### src/rtl/sg_walk_pkg.sv
package sg_walk_pkg;
  localparam int SEG_LEN_W   = 17;
  localparam int DESC_STRIDE = 8;
  localparam int WORD_BYTES  = 4;

  typedef enum logic [2:0] {
    WS_IDLE,
    WS_CHECK,
    WS_RD_A,
    WS_WT_A,
    WS_RD_B,
    WS_WT_B,
    WS_SEG
  } walk_state_e;
endpackage

### src/rtl/sg_desc_decode.sv
module sg_desc_decode #(
  parameter int LW = 17
) (
  input  logic        final_bit_i,
  input  logic [14:0] cnt_hi_i,
  output logic [LW-1:0] len_o,
  output logic        last_o
);
  logic [15:0] even_cnt;

  assign even_cnt = {cnt_hi_i, 1'b0};
  assign len_o    = (even_cnt == 16'd0) ? LW'(1 << 16) : LW'(even_cnt);
  assign last_o   = final_bit_i;
endmodule

### src/rtl/sg_step_min.sv
module sg_step_min #(
  parameter int CW = 24,
  parameter int LW = 17
) (
  input  logic [CW-1:0] want_i,
  input  logic [LW-1:0] rem_i,
  output logic [LW-1:0] step_o
);
  generate
    if (CW >= LW) begin : g_wide
      logic [CW-1:0] rem_x;
      assign rem_x  = CW'(rem_i);
      assign step_o = (want_i < rem_x) ? want_i[LW-1:0] : rem_i;
    end else begin : g_narrow
      logic [LW-1:0] want_x;
      assign want_x = LW'(want_i);
      assign step_o = (want_x < rem_i) ? want_x : rem_i;
    end
  endgenerate
endmodule

### src/rtl/sg_table_walker.sv
module sg_table_walker #(
  parameter int AW         = 32,
  parameter int CW         = 24,
  parameter int PAGE_BYTES = 4096
) (
  input  logic                              clk,
  input  logic                              rst,
  input  logic                              start_i,
  input  logic [AW-1:0]                     base_i,
  input  logic                              dir_i,
  input  logic                              req_i,
  input  logic [CW-1:0]                     req_bytes_i,
  output logic                              busy_o,
  output logic                              done_o,
  output logic                              table_end_o,
  output logic                              rd_valid_o,
  output logic [AW-1:0]                     rd_addr_o,
  input  logic                              rd_ready_i,
  input  logic                              rdata_valid_i,
  input  logic [31:0]                       rdata_i,
  output logic                              seg_valid_o,
  output logic [31:0]                       seg_addr_o,
  output logic [sg_walk_pkg::SEG_LEN_W-1:0] seg_len_o,
  output logic                              seg_dir_o,
  input  logic                              seg_ready_i
);
  import sg_walk_pkg::*;

  localparam int LW = SEG_LEN_W;
  localparam logic [AW-1:0] GUARD  = AW'(PAGE_BYTES);
  localparam logic [AW-1:0] STRIDE = AW'(DESC_STRIDE);
  localparam logic [AW-1:0] WSTEP  = AW'(WORD_BYTES);

  walk_state_e   state;
  logic [AW-1:0] base_r;
  logic [AW-1:0] cur_ptr;
  logic [31:0]   word0_r;
  logic [31:0]   seg_addr_r;
  logic [LW-1:0] seg_rem;
  logic          seg_last;
  logic [CW-1:0] want;
  logic [LW-1:0] dec_len;
  logic          dec_last;
  logic [LW-1:0] step;
  logic [AW-1:0] ptr_off;

  sg_desc_decode #(.LW(LW)) u_decode (
    .final_bit_i (rdata_i[31]),
    .cnt_hi_i    (rdata_i[15:1]),
    .len_o       (dec_len),
    .last_o      (dec_last)
  );

  sg_step_min #(.CW(CW), .LW(LW)) u_step (
    .want_i (want),
    .rem_i  (seg_rem),
    .step_o (step)
  );

  assign ptr_off = cur_ptr - base_r;
  assign busy_o  = (state != WS_IDLE);

  always_ff @(posedge clk) begin
    if (rst) begin
      state       <= WS_IDLE;
      base_r      <= '0;
      cur_ptr     <= '0;
      word0_r     <= '0;
      seg_addr_r  <= '0;
      seg_rem     <= '0;
      seg_last    <= 1'b0;
      want        <= '0;
      done_o      <= 1'b0;
      table_end_o <= 1'b0;
      rd_valid_o  <= 1'b0;
      rd_addr_o   <= '0;
      seg_valid_o <= 1'b0;
      seg_addr_o  <= '0;
      seg_len_o   <= '0;
      seg_dir_o   <= 1'b0;
    end else begin
      done_o <= 1'b0;
      case (state)
        WS_IDLE: begin
          if (start_i) begin
            base_r     <= base_i;
            cur_ptr    <= base_i;
            seg_dir_o  <= dir_i;
            seg_addr_r <= '0;
            seg_rem    <= '0;
            seg_last   <= 1'b0;
          end else if (req_i) begin
            want  <= req_bytes_i;
            state <= WS_CHECK;
          end
        end
        WS_CHECK: begin
          if (want == '0) begin
            done_o      <= 1'b1;
            table_end_o <= 1'b0;
            state       <= WS_IDLE;
          end else if (seg_rem == '0) begin
            if (seg_last || (ptr_off >= GUARD)) begin
              done_o      <= 1'b1;
              table_end_o <= 1'b1;
              state       <= WS_IDLE;
            end else begin
              rd_valid_o <= 1'b1;
              rd_addr_o  <= cur_ptr;
              state      <= WS_RD_A;
            end
          end else begin
            seg_valid_o <= 1'b1;
            seg_addr_o  <= seg_addr_r;
            seg_len_o   <= step;
            state       <= WS_SEG;
          end
        end
        WS_RD_A: begin
          if (rd_ready_i) begin
            rd_valid_o <= 1'b0;
            state      <= WS_WT_A;
          end
        end
        WS_WT_A: begin
          if (rdata_valid_i) begin
            word0_r    <= rdata_i;
            rd_valid_o <= 1'b1;
            rd_addr_o  <= cur_ptr + WSTEP;
            state      <= WS_RD_B;
          end
        end
        WS_RD_B: begin
          if (rd_ready_i) begin
            rd_valid_o <= 1'b0;
            state      <= WS_WT_B;
          end
        end
        WS_WT_B: begin
          if (rdata_valid_i) begin
            seg_addr_r <= word0_r;
            seg_rem    <= dec_len;
            seg_last   <= dec_last;
            cur_ptr    <= cur_ptr + STRIDE;
            state      <= WS_CHECK;
          end
        end
        WS_SEG: begin
          if (seg_ready_i) begin
            seg_valid_o <= 1'b0;
            seg_addr_r  <= seg_addr_r + 32'(seg_len_o);
            seg_rem     <= seg_rem - seg_len_o;
            want        <= want - CW'(seg_len_o);
            state       <= WS_CHECK;
          end
        end
        default: state <= WS_IDLE;
      endcase
    end
  end
endmodule

### config.mk
export PLATFORM = sky130hd
export DESIGN_NAME = sg_table_walker
export DESIGN_NICKNAME = d
export VERILOG_FILES = /design/src/rtl/sg_walk_pkg.sv /design/src/rtl/sg_desc_decode.sv /design/src/rtl/sg_step_min.sv /design/src/rtl/sg_table_walker.sv
export SDC_FILE = /design/constraint.sdc
export NUM_CORES = 1
export LEC_CHECK = 0
export BUFFER_PORTS_ARGS = -buffer_cell sky130_fd_sc_hd__buf_2
export CELL_PAD_IN_SITES_DETAIL_PLACEMENT = 1
export CELL_PAD_IN_SITES_GLOBAL_PLACEMENT = 1
export CORE_ASPECT_RATIO = 1.25
export CORE_MARGIN = 3
export CORE_UTILIZATION = 44
export CTS_CLUSTER_DIAMETER = 120
export DETAILED_ROUTE_END_ITERATION = 7
export PLACE_DENSITY_LB_ADDON = 0.1
export SYNTH_ARGS = -nofsm -noshare
export SYNTH_HDL_FRONTEND = slang
export SYNTH_SLANG_ARGS = --single-unit
### constraint.sdc
create_clock -name clk -period 4.06 [get_ports clk]
set_input_delay 0.812 -clock clk [delete_from_list [all_inputs] [get_ports clk]]
set_output_delay 0.812 -clock clk [all_outputs]
set_load 0.02 [all_outputs]
======== Word level (Yosys, flattened, before mapping) ========
Index checks and enable logic that the tools add are counted.
word-level totals
  bits in latches ......................... 0
  memories ................................ 0
  flip-flop bits (word level) ............. 259
  bits in read-only memories .............. 0
  memory bits (writable) .................. 0
  input bits .............................. 96
  output and inout bits ................... 87
  word-level logic and storage cells ...... 125
operators by class
  shift operators ......................... 0
  $add $sub $neg .......................... 6
  multiply operators ...................... 0
  reduce and logical (&&, ||, !) cells .... 27
  div/mod/pow operators ................... 0
  bitwise gates (word level) .............. 3
  magnitude comparators ................... 2
  mux-type cells .......................... 52
  equality and inequality tests ........... 19
operators with widths
  operator               count
  $mux 32                9
  $pmux 32 s2            2
  $pmux 32 s3            1
  $mux 17                5
  $mux 24                3
  $pmux 17 s3            1
  $pmux 24 s2            1
  $add 32x17->32         1
  $add 32x3->32 const B  1
  $add 32x4->32 const B  1
  $ge 32x13->1 const B   1
  $sub 32x32->32         1
  $mux 3                 9
  $logic_not 24->1       1
  $lt 24x17->1           1
  $ne 2x2->1 const B     12
  $sub 24x17->24         1
  $pmux 3 s7             1
  $logic_not 17->1       1
  $sub 17x17->17         1
  $logic_not 16->1       1
  $mux 1                 16
  $reduce_and 4->1       3
  $reduce_bool 2->1      6
  17 further kinds       29

======== Longest topological paths before layout ========
  word-level depth ........................ 7
  mapped depth ............................ 16

======== By module ========
From an unflattened synthesis, not the netlist that was laid out.
second synthesis, totals
  cell total of the unflattened synthesis .. 2207
  area total of the unflattened synthesis .. 16196.8 um^2
by module, submodules not included
  module           area an instance (um^2)  times used  cells each  seq. area each (um^2)
  sg_table_walker  15403.5                  1           2107        5185.0
  sg_step_min      685.7                    1           77          0.0
  sg_desc_decode   107.6                    1           23          0.0

======== Least setup slack after synthesis ========
OpenSTA, ideal clock, no wires.
  path type ............................... reg2reg
  start ................................... register cur_ptr[0]
  end ..................................... register rd_addr_o[13]
  setup slack ............................. 0.450 ns
  library setup time ...................... 0.143 ns
  buffers on the path ..................... 1
  stages on the path, launching flop included .. 17
  arrival ................................. 3.467 ns
  cells stage by stage .................... dfxtp_1 > inv_1 > ha_1 > inv_1 > fa_1 > a211o_1 > a221oi_1 > o221ai_1 > mux2i_1 > or4_1 > nor4_2 > nand4_1 > nor4b_2 > nand4b_1 > nand2_2 > buf_6 > a211oi_2
on the way
  longest elaborated chain between the ends .. 5
  elaborated cells on any way between the ends .. 8
RTL lines
  what                        RTL line                text
  start: declaration          sg_table_walker.sv:36   logic [AW-1:0] cur_ptr;
  start signal: assignment    sg_table_walker.sv:87   cur_ptr <= base_i;
  start signal: assignment    sg_table_walker.sv:144  cur_ptr <= cur_ptr + STRIDE;
  $sub 32x32->32              sg_table_walker.sv:60   assign ptr_off = cur_ptr - base_r;
  $ge 32x13->1                sg_table_walker.sv:103  if (seg_last || (ptr_off >= GUARD)) begin
  $logic_or 1x1->1            sg_table_walker.sv:103
  $ne 2x2->1 (no line)        n/a
  $reduce_and 5->1 (no line)  n/a
  end signal: assignment      sg_table_walker.sv:109  rd_addr_o <= cur_ptr;
  end signal: assignment      sg_table_walker.sv:129  rd_addr_o <= cur_ptr + WSTEP;
  end: declaration            sg_table_walker.sv:17   output logic [AW-1:0] rd_addr_o,
Parallel ways exist; a longest one is shown, timed or not. The select of a mux whose other input is x is not followed.
A chain may end at the register's enable or synchronous reset.

======== Worst setup path in the final report ========
  start ................................... register cur_ptr[0]
  end ..................................... register rd_addr_o[20]
Same word-level chain as after synthesis.

==> run_results.csv <==
group,metric,value,unit
outcome,status,"finished, final reports clean",
worst_setup_path,cp-end-kind,"flip-flop",
placement,globalplace.congestion,0.8883,
min_path,whs_path_depth,2,
power_and_ir_drop,p_leak,0.007676,uW
timing,rsz0062_at_grt,"true",
timing,slew_viol_final,0,
synth,synthArstFlopShare,0,
worst_setup_path,crit_path_max_incr_delay,0.53,ns
synth,ys_seq_elements,259,
power_and_ir_drop,ir_drop,504.4,uV
layout,diodes,0,
global_routing,grtUsageTotal,0.3015,
power_and_ir_drop,power_switching,7662,uW
worst_setup_path,cp_top_family,"simple AND/OR/NAND/NOR gates",
worst_setup_path,path_max_fanout,6,
global_routing,antenna_found_initial,0,
floorplan,die-height,220.7,um
floorplan,io_pins,183,
cts,cts_sinks,259,
timing,finalSetupViolations,0,
synth,synth_common_cells,"nand2_1 (357), dfxtp_1 (259), a21oi_1 (233), nor2_1 (164), clkbuf_1 (110)",
worst_setup_path,r2r_cells,18,
detailed_routing,final_antenna_net_count,0,
timing,slew_headroom,0.2394,
global_routing,grt_pass1_wl,94.93,mm
synth,synth_cells,2119,
floorplan,die-width,177.7,um
synth,avgSynthCellArea,7.655,um^2
detailed_routing,drt_wl_total,61.20,mm
worst_setup_path,reg2reg_to,"rd_addr_o[20]",
worst_setup_path,cp_cell_sequence,"inv_2 -> ha_4 -> inv_2 -> fa_2 -> a211o_1 -> a221oi_2 -> o221ai_2 -> mux2i_2 -> or4_4 -> nor4_4 -> nand4_1 -> nor4b_4 -> nor4b_4 -> buf_6 -> buf_6 -> buf_12 -> nor3_4 -> a211oi_2",
synth,yosysWarnings,0,
detailed_routing,drt_first_pass_iters,5,
floorplan,start_util,0.4468,
synth,synthTopCellsByArea,"dfxtp_1 (32%), nand2_1 (8.3%), ha_1 (7.6%), a21oi_1 (7.2%), nor2_1 (3.8%)",
worst_setup_path,crit_path_start_kind,"flip-flop",
timing,fin_crit,4.027,ns
worst_setup_path,required,4.56,ns
synth,synthDistinctLibCells,84,
synth,synth_flop_cell,"dfxtp_1",
power_and_ir_drop,power.share.combinational,0.591,
power_and_ir_drop,p_int,8532,uW
power_and_ir_drop,p_per_area,845.7,nW/um^2
placement,port-buffer-count,182,
synth,ys_seq_area_frac,0.3196,
detailed_routing,drtIter0Drc,837,
detailed_routing,vias,16750,
cts,cts_tree,"built",
min_path,min_path_type,"reg -> reg",
synth,synth.top_cell.area_share,0.3196,
worst_setup_path,critPathSlowestCell,"or4_4",
worst_setup_path,crit_arrival,4.53,ns
power_and_ir_drop,swShare,0.4731,
cts,cts.path.max_buffers,3,
run,maxCapViolCount,0,
power_and_ir_drop,p_seq_frac,0.232,
min_path,hold_path.startpoint,"seg_addr_o[11]",
floorplan,core_area,36300,um^2
global_routing,grt_pass1_vias,17500,
cts,path_clk_slew,0.06,ns
placement,dp_hpwl,43.34,mm
layout,syn2layout_area_growth,18.05,%
worst_setup_path,crit_buf_inv,5,
timing,worst_pin_slew,1.137,ns
cts,ctsHtreeMaxLevel,1,
timing,period_share,0.9919,
cts,clock_latency,0.58,ns
cts,ctsRootBufferMaster,"clkbuf_16",
global_routing,grt-ovfl-total,0,
cts,postCtsHoldBufs,0,
power_and_ir_drop,power_frac_clock,0.178,
floorplan,dieArea,39220,um^2
detailed_routing,wire_per_inst,21.98,um
synth,yosysMostFrequentCell,"nand2_1",
timing,fmax,0.2483,GHz
power_and_ir_drop,power,16190,uW
timing,final-hold-violation-count,0,
layout,final_nets,2482,
synth,netlist_area,16220,um^2
detailed_routing,drcViolationCount,0,
global_routing,grt_start_max_net_pins,109,
synth,synth_largest_area_cell,"dfxtp_1",
timing,final.setup.tns,0,ns
synth,synth_edf_count,0,
worst_setup_path,r2r-start,"cur_ptr[0]",
placement,dp_cells,2721,
floorplan,rows,78,
min_path,min_to,"seg_addr_o[11]",
cts,cts-buffers-inserted,29,
layout,drive_gt1_frac,0.1753,
worst_setup_path,rrSetupSlack,0.03,ns
worst_setup_path,path_class,"reg -> reg",
detailed_routing,viasPerCell,6.014,
layout,final_cell_count_no_fill,2785,
timing,clock_skew,0.01228,ns
synth,syn-num-nets,2318,
layout,fillCellCount,4536,
how the worst max path moves through the flow:
stage / start / endpoint / cells after the start
3_5_place_dp: cur_ptr[0] / rd_addr_o[7] / 16
6_report: cur_ptr[0] / rd_addr_o[20] / 18
4_1_cts: cur_ptr[0] / rd_addr_o[15] / 17
2_1_floorplan: cur_ptr[0] / rd_addr_o[13] / 16
3_3_place_gp: cur_ptr[0] / rd_addr_o[27] / 16
5_1_grt: cur_ptr[0] / rd_addr_o[20] / 18
final cells by class:
cell class | instances | area (um^2) | share of cell area
Timing Repair Buffer | 267 | 1713 | 0.08945
Inverter | 95 | 356.6 | 0.01862
Clock inverter | 9 | 123.9 | 0.006468
Clock buffer | 44 | 912.1 | 0.04763
Multi-Input combinational cell | 1631 | 10260 | 0.5356
Tap cell | 480 | 600.6 | 0.03136
Sequential cell | 259 | 5187 | 0.2709
metrics by stage:
step / setup slack [ns] / cell area (um^2) / hold WS [ns] / util
final: 0.03276 / 19150 / 0.4530 / 0.5275
after global routing: -0.1919 / 19150 / 0.4713 / 0.5275
after CTS: -0.01573 / 18950 / 0.4498 / 0.5221
after detailed placement: -0.05795 / 17830 / 0.4451 / 0.4911
after global placement: 0.06778 / 17830 / 0.4409 / 0.4911
after floorplan: 0.4497 / 16220 / 0.4357 / -
metal layers:
layer | share of wire | vias up | global-route usage
li1 | - | 7926 | -
met5 | 0 | - | 0
met4 | 0.049 | 0 | 0.1357
met3 | 0.038 | 151 | 0.03038
met2 | 0.53 | 374 | 0.5734
met1 | 0.39 | 8298 | 0.3358
repair_timing:
item                                    4_1_cts  5_1_grt
pin swaps                                     8       30
cloned                                        1        3
setup buffers                                 5        3
gates resized for setup                       3       26
endpoints found under the hold margin         0        0
endpoints found under the setup margin       14       33
cells in the final DEF (no fill, tap or decap), types with 22 or more instances in the layout:
cell and count:
a211oi_2 28, nor2b_1 22, buf_2 181, xnor2_1 40
nand2_1 356, dfxtp_1 257, inv_1 92, buf_4 73
mux2i_1 23, a221oi_1 27, a21oi_1 228, a21o_1 34
xor2_1 33, ha_1 97, nor3_1 69, nand3_1 47
clkbuf_16 32, o21ai_0 69, a211oi_1 64, nor2_1 164
worst register-to-register path: cells and delay by family, from the launching register on:
kind | cells | cell delay [ns]
AND/OR/NAND/NOR | 6 | 1.53
multiplexers | 1 | 0.19
AO/OA/AOI/OAI | 4 | 0.93
buffers and inverters | 5 | 0.53
flip-flops | 1 | 0.32
adder cells (fa/ha/maj) | 2 | 0.44
power by group through the flow:
stage	combinational, uW	sequential [uW]	clock, uW
final	9570	3750	2880
after global routing	10600	3820	3040
after CTS	9380	3750	2930
after detailed placement	9260	3790	0
after global placement	9010	3760	0
after floorplan	6520	3790	0
sequential cells by signal (all words and copies together), names as in the netlist:
register	count
rd_valid_o	1
seg_valid_o	1
seg_len_o	17
cur_ptr	32
done_o	1
want	24
word0_r	32
seg_rem	17
rd_addr_o	32
seg_addr_r	32
seg_dir_o	1
seg_addr_o	32
base_r	32
seg_last	1
table_end_o	1
state	3
kinds of logic (layout without fill, tap and decap cells):
group	after synthesis	in the layout	share of synthesized area
simple gates	792	792	0.2204
mux	26	26	0.01620
flops	259	259	0.3196
buf+inv	229	415	0.05739
fa+ha+maj	103	103	0.08130
compound gates	637	637	0.2657
xor+xnor	73	73	0.03941
No activity file was read; power rests on OpenSTA's default activity.
